$ cat src/rtl/mexr_pkg.sv
package mexr_pkg;

  localparam int NUM_PERIODS = 7;

  localparam logic [2:0] CS_FIRST     = 3'd1;
  localparam logic [2:0] CS_LAST      = 3'd5;
  localparam logic [2:0] WE_FIRST     = 3'd2;
  localparam logic [2:0] WE_LAST      = 3'd4;
  localparam logic [2:0] DRIVE_PERIOD = 3'd3;
  localparam logic [2:0] LOAD_PERIOD  = 3'd5;
  localparam logic [2:0] STEP_PERIOD  = 3'd6;

  typedef struct packed {
    logic chipSel;
    logic writeEn;
    logic driveEn;
    logic loadHold;
    logic stepAddr;
    logic clearAddr;
  } strobes_t;

endpackage

$ cat src/rtl/mexr_ctrl.sv
module mexr_ctrl
  import mexr_pkg::*;
#(
  parameter int PHASE_CYCLES = 2
) (
  input  logic     clk,
  input  logic     rstN,
  input  logic     pressIn,
  input  logic     writeSel,
  input  logic     stepEn,
  input  logic     clearIn,
  output strobes_t strobes,
  output logic     busy
);

  localparam int SUB_W = (PHASE_CYCLES > 1) ? $clog2(PHASE_CYCLES) : 1;
  localparam logic [SUB_W-1:0] SUB_LAST = SUB_W'(PHASE_CYCLES - 1);

  logic             active;
  logic [2:0]       period;
  logic [SUB_W-1:0] sub;
  logic             pressPrev;
  logic             isWrite;
  logic             doStep;
  logic             pressEdge;
  logic             lastSub;

  assign pressEdge = pressIn && !pressPrev;
  assign lastSub   = (sub == SUB_LAST);

  always_ff @(posedge clk) begin
    if (!rstN) begin
      active    <= 1'b0;
      period    <= '0;
      sub       <= '0;
      pressPrev <= 1'b0;
      isWrite   <= 1'b0;
      doStep    <= 1'b0;
    end else begin
      pressPrev <= pressIn;
      if (!active) begin
        if (pressEdge) begin
          active  <= 1'b1;
          period  <= '0;
          sub     <= '0;
          isWrite <= writeSel;
          doStep  <= stepEn;
        end
      end else if (lastSub) begin
        sub <= '0;
        if (period == STEP_PERIOD) begin
          active <= 1'b0;
          period <= '0;
        end else begin
          period <= period + 3'd1;
        end
      end else begin
        sub <= sub + 1'b1;
      end
    end
  end

  function automatic logic inWindow(input logic [2:0] p, input logic [2:0] lo,
                                    input logic [2:0] hi);
    return (p >= lo) && (p <= hi);
  endfunction

  always_comb begin
    strobes.chipSel   = active && inWindow(period, CS_FIRST, CS_LAST);
    strobes.writeEn   = active && isWrite && inWindow(period, WE_FIRST, WE_LAST);
    strobes.driveEn   = active && isWrite && (period == DRIVE_PERIOD);
    strobes.loadHold  = active && !isWrite && (period == LOAD_PERIOD) && lastSub;
    strobes.stepAddr  = active && doStep && (period == STEP_PERIOD) && lastSub;
    strobes.clearAddr = !active && clearIn;
  end

  assign busy = active;

endmodule

$ cat src/rtl/mexr_dpath.sv
module mexr_dpath
  import mexr_pkg::*;
#(
  parameter int DATA_W = 4,
  parameter int ADDR_W = 4
) (
  input  logic              clk,
  input  logic              rstN,
  input  strobes_t          strobes,
  input  logic [DATA_W-1:0] switchVal,
  input  logic [DATA_W-1:0] memDataIn,
  output logic [ADDR_W-1:0] addrCount,
  output logic [DATA_W-1:0] holdReg,
  output logic [DATA_W-1:0] driveData
);

  always_ff @(posedge clk) begin
    if (!rstN) begin
      addrCount <= '0;
    end else if (strobes.clearAddr) begin
      addrCount <= '0;
    end else if (strobes.stepAddr) begin
      addrCount <= addrCount + 1'b1;
    end
  end

  always_ff @(posedge clk) begin
    if (!rstN) begin
      holdReg <= '0;
    end else if (strobes.loadHold) begin
      holdReg <= memDataIn;
    end
  end

  assign driveData = strobes.driveEn ? switchVal : '0;

endmodule

$ cat src/rtl/mem_exerciser.sv
module mem_exerciser
  import mexr_pkg::*;
#(
  parameter int DATA_W       = 4,
  parameter int ADDR_W       = 4,
  parameter int PHASE_CYCLES = 2
) (
  input  logic              clk,
  input  logic              rstN,
  input  logic              pressIn,
  input  logic              writeSel,
  input  logic              stepEn,
  input  logic              clearIn,
  input  logic [DATA_W-1:0] switchVal,
  output logic [ADDR_W-1:0] memAddr,
  output logic              memChipSel,
  output logic              memWriteEn,
  output logic [DATA_W-1:0] memDataOut,
  output logic              memDataOutEn,
  input  logic [DATA_W-1:0] memDataIn,
  output logic [DATA_W-1:0] dispVal,
  output logic [ADDR_W-1:0] addrMonitor,
  output logic              busy
);

  strobes_t          strobes;
  logic [ADDR_W-1:0] addrCount;

  mexr_ctrl #(.PHASE_CYCLES(PHASE_CYCLES)) ctrl (
    .clk      (clk),
    .rstN     (rstN),
    .pressIn  (pressIn),
    .writeSel (writeSel),
    .stepEn   (stepEn),
    .clearIn  (clearIn),
    .strobes  (strobes),
    .busy     (busy)
  );

  mexr_dpath #(.DATA_W(DATA_W), .ADDR_W(ADDR_W)) dpath (
    .clk       (clk),
    .rstN      (rstN),
    .strobes   (strobes),
    .switchVal (switchVal),
    .memDataIn (memDataIn),
    .addrCount (addrCount),
    .holdReg   (dispVal),
    .driveData (memDataOut)
  );

  assign memAddr      = addrCount;
  assign addrMonitor  = addrCount;
  assign memChipSel   = strobes.chipSel;
  assign memWriteEn   = strobes.writeEn;
  assign memDataOutEn = strobes.driveEn;

endmodule

$ cat config.mk
export PLATFORM = sky130hd
export DESIGN_NAME = mem_exerciser
export DESIGN_NICKNAME = d
export VERILOG_FILES = /design/src/rtl/mexr_pkg.sv /design/src/rtl/mexr_ctrl.sv /design/src/rtl/mexr_dpath.sv /design/src/rtl/mem_exerciser.sv
export SDC_FILE = /design/constraint.sdc
export NUM_CORES = 1
export LEC_CHECK = 0
export ABC_AREA = 1
export BUFFER_PORTS_ARGS = -buffer_cell sky130_fd_sc_hd__buf_2
export CORE_MARGIN = 2
export CORE_UTILIZATION = 40
export CTS_CLUSTER_DIAMETER = 40
export DETAILED_ROUTE_END_ITERATION = 10
export GPL_ROUTABILITY_DRIVEN = 0
export PLACE_DENSITY = 0.68
export SYNTH_ARGS = -nofsm -noshare
export SYNTH_HDL_FRONTEND = slang
export SYNTH_HIERARCHICAL = 1
export SYNTH_SLANG_ARGS = --single-unit
$ cat constraint.sdc
create_clock -name clk -period 2 [get_ports clk]
set_input_delay 0.2 -clock clk [delete_from_list [all_inputs] [get_ports clk]]
set_output_delay 0.2 -clock clk [all_outputs]
set_load 0.05 [all_outputs]
After elaboration in Yosys (flattened, before gate mapping):

Cells that the tools add are included.

* register bits: 16
* input port bits: 14
* output and inout bits: 20
* logic and storage cells: 54

* add/sub/neg operators: 3
* $lt $le $gt $ge: 4
* equality and inequality tests: 4
* multiplexer cells: 12
* bitwise logic cells: 2
* reduce and logical (&&, ||, !) cells: 21

Operator list (count)
* $logic_and A1 B1 Y1: 14
* $mux W3: 4
* $mux W1: 7
* $eq A3 B3 Y1 const B: 2
* $le A3 B3 Y1 const B: 2
* $add A4 B1 Y4 const B: 1
* $mux W4: 1
* $reduce_and A2 Y1: 2
* $add A3 B1 Y3 const B: 1
* $eq A3 B2 Y1 const B: 1
* $ge A3 B1 Y1 const B: 1
* $ge A3 B2 Y1 const B: 1
* $logic_not A1 Y1: 3
* $ne A2 B2 Y1 const B: 1
* $not A1 Y1: 2
* $reduce_bool A2 Y1: 1
* $reduce_or A2 Y1: 1
* $add A1 B1 Y1 const B: 1

Logic depth before layout (Yosys ltp):

Gate-level depths: netlist (run 1).

* depth in word-level cells: 4
* depth in mapped cells: 9
* depth with buffers taken out: 9

Modules after synthesis:

Netlist (run 1), hierarchy kept.

By module, submodules not included
* mexr_ctrl: instances 1, cells each 68, area an instance 441.7 µm², sequential area each 160.2 µm²
* mexr_dpath: instances 1, cells each 48, area an instance 341.6 µm², sequential area each 160.2 µm²
* mem_exerciser: instances 1, cells each 4, area an instance 30.0 µm², sequential area each 0.0 µm²

Worst setup path after synthesis (run 1):

OpenSTA, ideal clock, no wires.

* path kind: reg2out
* from: reg ctrl.active, in the netlist ctrl/busy
* to: out memDataOut[0]
* data arrival time: 2103 ps
* data required time: 1800 ps
* path slack: -303 ps
* stages on the path, launching flop included: 5
* buffers on the path: 0
* cell sequence: dfxtp_1 nand2_1 nor2_1 nand2_1 inv_1

* word-level cells in the longest chain between the ends: 3

RTL lines
* from (decl): line mexr_ctrl.sv:19 `logic active;`
* from (signal assigned): line mexr_ctrl.sv:33 `active <= 1'b0;`
* from (signal assigned): line mexr_ctrl.sv:43 `active <= 1'b1;`
* from (signal assigned): line mexr_ctrl.sv:52 `active <= 1'b0;`
* $logic_and A1 B1 Y1 (2 in series): line mexr_ctrl.sv:71 `strobes.driveEn = active && isWrite && (period == DRIVE_PERIOD);`
* via memDataOutEn: line mem_exerciser.sv:19 `output logic memDataOutEn,`
* $mux W4: line mexr_dpath.sv:35 `assign driveData = strobes.driveEn ? switchVal : '0;`
* to (decl): line mem_exerciser.sv:18 `output logic [DATA_W-1:0] memDataOut,`

The timed path passes the listed nets, and every way through them passes these cells.

Worst setup path after layout (run 1):

* from: reg ctrl.period[1]
* to: out memDataOut[2]

* word-level cells in the longest chain between the ends: 3

RTL lines
* from (decl): line mexr_ctrl.sv:20 `logic [2:0] period;`
* from (signal assigned): line mexr_ctrl.sv:55 `period <= period + 3'd1;`
* $eq A3 B2 Y1: line mexr_ctrl.sv:71
* $logic_and A1 B1 Y1: line mexr_ctrl.sv:71
* $mux W4: line mexr_dpath.sv:35

No other way between the ends.

==> summary.md, run 1 <==
| Metric | Value |
|---|---|
| Period utilization | 0.8883 |
| Post-synthesis instance total | 120 |
| Largest net degree at the start of global routing | 15 |
| Min-Delay Path Class | in -> reg |
| Syn nets | about 140 |
| Worst-Skew Late Latency | around 0.28 ns |
| Critical path depth | 8 |
| Leakage power | approximately 0.57 nW |
| Worst path bufs/invs | 4 |
| Clock root cell | clkbuf_4 |
| Worst clock skew | slightly below 0.01 ns |
| Final Hold Vio Count | 0 |
| Die area | between 0.002 and 0.0025 mm2 |
| Most Frequent Cell on Critical Path | inv_1 |
| WL met3 | between 100 and 150 um |
| Slowest stage delay, CP | around 0.43 ns |
| Vias | 824 |
| Num ports | 34 |
| Worst-path clk slew | around 0.090 ns |
| TritonCTS clock tree | built |
| DRC Markers | 0 |
| Rel. slew slack | 0.6770 |
| Required @ worst endpoint | between 1.5 and 2 ns |
| Worst-Margin Slew | 0.4805 ns |
| Layout cells sized above 1 | 0.3289 |
| Fill cells | between 200 and 250 |
| Yosys cell types | 20 |
| Yosys Warn Count | 6 |
| Met2 Wirelength | around 800 um |
| Num rows | 16 |
| First-pass DRT Iterations | 4 |
| Post-layout minimum cycle time | about 1.8 ns |
| PwrDens | approximately 550 mW/mm2 |
| Final slew viol count | 0 |
| Maximum VDD drop | approximately 0.41 mV |
| Final Util | 0.5251 |
| Initial DRC count | 22 |
| Crit path kind | reg -> out |
| Num CTS Buffers | 3 |
| Startpoint types | flip-flop |
| Total GRT Usage | 0.1540 |
| Syn_area_per_cell | approximately 6.8 um2 |
| Post-synthesis sequential area ratio | 0.3938 |
| Crit-path slowest cell | dfxtp_1 |
| Diode count | 0 |
| CP arrival | between 1.5 and 2 ns |
| Area of the multi-input gates | slightly below 400 um2 |
| Worst slack, placed | 0.5068 ns |
| Core area | approximately 0.0019 mm2 |
| Vias in the first global route | between 700 and 800 |
| Total congestion overflow | 0 |
| I/O Buffers | 33 |
| Crit-path leading delay family | flip-flops |
| Post-route ant nets | 0 |
| Status | finished, final reports clean |
| Max layer used | met4 |
| Hold Path Depth | 3 |
| Hold buffers post-CTS | 0 |
| Cell Chain, Critical Path | nand2_1 > inv_1 > ha_1 > inv_1 > nor2_2 > nand2_1 > inv_1 > buf_2 |
| PostCTS Resize Cnt | 0 |
| Clock net sink count | 16 |
| Unrepaired setup endpoints after global routing | no |
| Max-cap violations | 0 |
| Fmax | ~560 MHz |
| Storage element area | roughly 320 um2 |
| HPWL after DPL | between 1 and 1.5 mm |
| Postcts setup bufs | 0 |
| Synth Register Bits | 16 |
| M1 WL | a little over 800 um |
| DRT Wirelength | between 1.5 and 2 mm |
| Synthesis-to-layout area growth | 25.38% |
| Die height | around 49 um |
| Initial antenna violation count | 0 |
| Crit. End Element | output pin |
| Initial core utilization | 0.4188 |
| Most frequent cells in the layout | 33 x buf_2, 27 x nand2_1, 23 x nor2_1 |
| Most common cell after layout, fill and taps aside | buf_2 |
| H-Tree Depth | 1 |
| First-pass GRT wire length | roughly 2.9 mm |
| Final net count | between 150 and 200 |
| Average wire per standard cell | a little under 10 um |
| Setup tns final | 0 ns |
| Maximum fanout along the worst path | 6 |
| Final setup margin | 0.2234 ns |
| Vias per inst | approximately 4.6 |
| Final setup fails | 0 |
| Mapped Area | roughly 800 um2 |
| Deepest clock path buffer count | 2 |
| Die Wd | just under 50 um |
| R2R depth | 9 |
[sequential cells by signal (all words and copies together), names as in the netlist]
signal and flops:
dpath/holdReg 4, ctrl/period 3, ctrl/busy 1, dpath/addrCount 4, ctrl/isWrite 1, ctrl/lastSub 1
ctrl/pressPrev 1, ctrl/doStep 1
[synthesized netlist by cell type (all sizes together)]
master,n,area [um2]
nand2,28,107.6
nand4,2,12.51
ha,2,25.02
nor4,1,12.51
buf,5,35.03
o21ai,6,30.03
nand3,5,30.03
nor2,26,107.6
inv,20,75.07
a211oi,1,7.510
a21oi,5,25.02
dfxtp,16,320.3
nor3,3,25.02
[final timing paths]
| check | slack [ns] | end | startpoint |
|---|---|---|---|
| max | 0.22 | memDataOut[2] | ctrl/period[1]$_SDFFE_PN0P_ |
| min | 0.13 | ctrl/doStep$_SDFFE_PN0P_ | stepEn |
| max reg2reg | 0.50 | dpath/addrCount[3]$_SDFFE_PP0P_ | ctrl/period[1]$_SDFFE_PN0P_ |
| min reg2reg | 0.50 | dpath/holdReg[1]$_SDFFE_PN0P_ | dpath/holdReg[1]$_SDFFE_PN0P_ |
[worst reg2reg max path, stage by stage, from the launching register on]
cell and delay (ns):
dfxtp_1 0.43, nand2_1 0.11, inv_2 0.09, nand2_1 0.10, nor3_2 0.32, nand2_1 0.12
nor2_2 0.10, nand2_1 0.05, nand2_1 0.05, nor2_1 0.04
[kinds of logic after synthesis]
family	Yosys count	share of synthesized area
AND/OR/NAND/NOR	65	0.3631
buffers and inverters	25	0.1354
adder cells (fa/ha/maj)	2	0.03076
flip-flops	16	0.3938
AO/OA/AOI/OAI	12	0.07692
[power breakdown]
group          switching (mW)  total [mW]  internal, mW
clock network          0.0969       0.167        0.0698
logic                  0.0417      0.0658        0.0241
registers             0.00437       0.331         0.327
[layout make-up]
cell class	count	share of cell area
multi-input cells	79	0.3877
flip-flops and latches	16	0.3141
repair buffers	34	0.1693
inverters	20	0.07362
well taps	27	0.03313
clock buffers	3	0.02209
[per-stage QoR]
step | hold WS, ns | cells | power (mW) | cell area, um2
after floorplan | 0.2935 | 120 | 0.3790 | 825.8
after global placement | 0.4236 | 176 | 0.4031 | 997.2
after detailed placement | 0.4315 | 176 | 0.4040 | 997.2
after CTS | 0.1296 | 179 | 0.5681 | 1020
after global routing | 0.1235 | 179 | 0.5969 | 1020
final | 0.1293 | 179 | 0.5634 | 1020
[layer usage]
metal,GRT usage,up-vias
li1,-,433
met1,0.2084,364
met2,0.2252,25
met3,0.03681,2
met4,0.08095,0
met5,0,-
(Power assumes the default switching activity.)
==> run 2, diff against run 1 <==
--- a/config.mk
+++ b/config.mk
@@ -13,6 +13,7 @@
 export DETAILED_ROUTE_END_ITERATION = 10
 export GPL_ROUTABILITY_DRIVEN = 0
 export PLACE_DENSITY = 0.68
+export REMOVE_ABC_BUFFERS = 1
 export SYNTH_ARGS = -nofsm -noshare
 export SYNTH_HDL_FRONTEND = slang
 export SYNTH_HIERARCHICAL = 1
==> run 2 against run 1 <==
  * Non-clock buffer count shrank 1
  * Sequential cell count is the same
  * Power grew 6.9%
  * Critical path type unchanged
  * Largest power group unchanged
==> summary.md, run 2 (synthesis results as in run 1) <==
| Metric | Value |
|---|---|
| Status | finished, final reports clean |
| DRT Wirelength | ~1.6 mm |
| Maximum VDD drop | roughly 0.56 mV |
| Cell area after layout | slightly above 0.001 mm2 |
| Post-route ant nets | 0 |
| GRT met3 Usage | 0.05215 |
| Most common cell after layout, fill and taps aside | buf_2 |
| Core area | ~0.002 mm2 |
| Initial DRC count | 13 |
| Leakage power | between 0.5 and 0.6 nW |
| Worst-Skew Late Latency | ~0.28 ns |
| Clock root cell | clkbuf_4 |
| Clock net sink count | 16 |
| Placed Cells | 175 |
| Rel. slew slack | 0.7421 |
| Die area | 0.002410 mm2 |
| Largest registers | dpath/addrCount x4, dpath/holdReg x4, ctrl/period x3 |
| Worst-path clk slew | roughly 0.09 ns |
| Worst slack, placed | ~0.41 ns |
| Most frequent cells in the layout | 33 x buf_2, 27 x nand2_1, 23 x nor2_1 |
| Largest net degree at the start of global routing | 15 |
| Final setup margin | 0.1932 ns |
| H-Tree Depth | 1 |
| Num CTS Buffers | 3 |
| Min-Delay Path Class | in -> reg |
| Initial core utilization | 0.4188 |
| PwrDens | 592.8 mW/mm2 |
| Deepest clock path buffer count | 2 |
| Layout cells sized above 1 | 0.3158 |
| Average wire per standard cell | about 8.9 um |
| Initial antenna violation count | 0 |
| Crit. End Element | output pin |
| Total GRT Usage | 0.1472 |
| Final hold slack | approximately 0.13 ns |
| Required @ worst endpoint | between 1.5 and 2 ns |
| Num ports | 34 |
| Top Usage Layer GRT | met2 |
| Die height | 49.09 um |
| I/O Buffers | 33 |
| Fmax | around 550 MHz |
| DP Area | 977.2 um2 |
| Vias per inst | ~4.5 |
| GRT met2 Usage | 0.2432 |
| Final slew viol count | 0 |
| Sequential Power Share | 0.553 |
| Final non-filler cell total | 179 |
| DRC Markers | 0 |
| CP arrival | 1.61 ns |
| Internal power | 0.4594 mW |
| Vias | slightly above 800 |
| Diode count | 0 |
| Hold Path Depth | 3 |
| Die Wd | between 40 and 50 um |
| TritonCTS clock tree | built |
| Final setup fails | 0 |
| Maximum fanout along the worst path | 6 |
| First-pass GRT wire length | roughly 2.8 mm |
| Synthesis-to-layout area growth | 24.92% |
| Worst-Margin Slew | ~0.38 ns |
| Vias in the first global route | about 700 |
| Combinational power share | 0.100 |
| First-pass DRT Iterations | 4 |
| R2R depth | 9 |
| Num rows | 16 |
| Switching Share | 0.2373 |
| Startpoint types | flip-flop |
| Max-cap violations | 0 |
| Grt met1 use | 0.1784 |
| Clock share of power | 0.347 |
| Final Hold Vio Count | 0 |
| HPWL after DPL | roughly 1.3 mm |
| Final net count | between 150 and 200 |
| Final Util | 0.5232 |
| Total congestion overflow | 0 |
| Unrepaired setup endpoints after global routing | no |
| Crit path kind | reg -> out |
| Worst clock skew | 0.002762 ns |
| Hold buffers post-CTS | 0 |
| Period utilization | 0.9034 |
| Post-layout minimum cycle time | 1.807 ns |
| Sw Pwr | about 0.14 mW |
-- run 2: cell types whose count changed in the layout (fill, tap and decap cells not counted) --
cell and delta:
a211oi_2 -1, clkbuf_8 +1, nor3_2 -1, buf_4 -1, nor3_1 +1, a211oi_1 +1
-- run 2: power by group through the flow --
| stage | clock, mW | sequential, mW | combinational (mW) |
|---|---|---|---|
| final | 0.209 | 0.333 | 0.0604 |
| after global routing | 0.235 | 0.334 | 0.0693 |
| after CTS | 0.218 | 0.333 | 0.0605 |
| after detailed placement | 0 | 0.340 | 0.0602 |
| after global placement | 0 | 0.340 | 0.0590 |
| after floorplan | 0 | 0.345 | 0.0312 |
-- run 2: final timing paths --
kind | slack (ns) | startpoint | end
setup reg to reg | 0.51 | ctrl/period[1]$_SDFFE_PN0P_ | dpath/addrCount[3]$_SDFFE_PP0P_
hold / removal | 0.13 | pressIn | ctrl/pressPrev$_SDFF_PN0_
setup / recovery | 0.19 | ctrl/period[1]$_SDFFE_PN0P_ | memDataOut[0]
hold reg to reg | 0.50 | dpath/holdReg[3]$_SDFFE_PN0P_ | dpath/holdReg[3]$_SDFFE_PN0P_
-- run 2: layout make-up --
class	count	area, um2
fillers	214	925.9
multi-input cells	79	385.4
flip-flops and latches	16	320.3
repair buffers	33	165.2
inverters	20	75.07
clock buffers	4	36.28
well taps	27	33.78
-- run 2: routing by layer --
metal | up-vias | wire (um)
met5 | - | 0
met4 | 0 | 14
met3 | 2 | 128
met2 | 28 | 701
met1 | 347 | 754
li1 | 433 | -
-- run 2: metrics by stage --
| step | power [mW] | TNS, ns |
|---|---|---|
| 2_1_floorplan | 0.3759 | -1.610 |
| 3_3_place_gp | 0.3991 | 0 |
| 3_5_place_dp | 0.4005 | 0 |
| 4_1_cts | 0.6118 | 0 |
| 5_1_grt | 0.6382 | 0 |
| 6_report | 0.6023 | 0 |
-- run 2: what timing repair did --
action	CTS	global route
endpoints found under the setup margin	0	4
resized for setup	0	1
setup buffers	0	0
hold endpoints to repair	0	0
-- run 2: worst max-delay path: stages, from the launching register on --
cell and delay [ns]:
dfxtp_1 0.44, nand2_1 0.10, inv_1 0.06, ha_1 0.13
inv_1 0.04, nor2_2 0.18, nand2_1 0.08, inv_1 0.05
buf_2 0.24
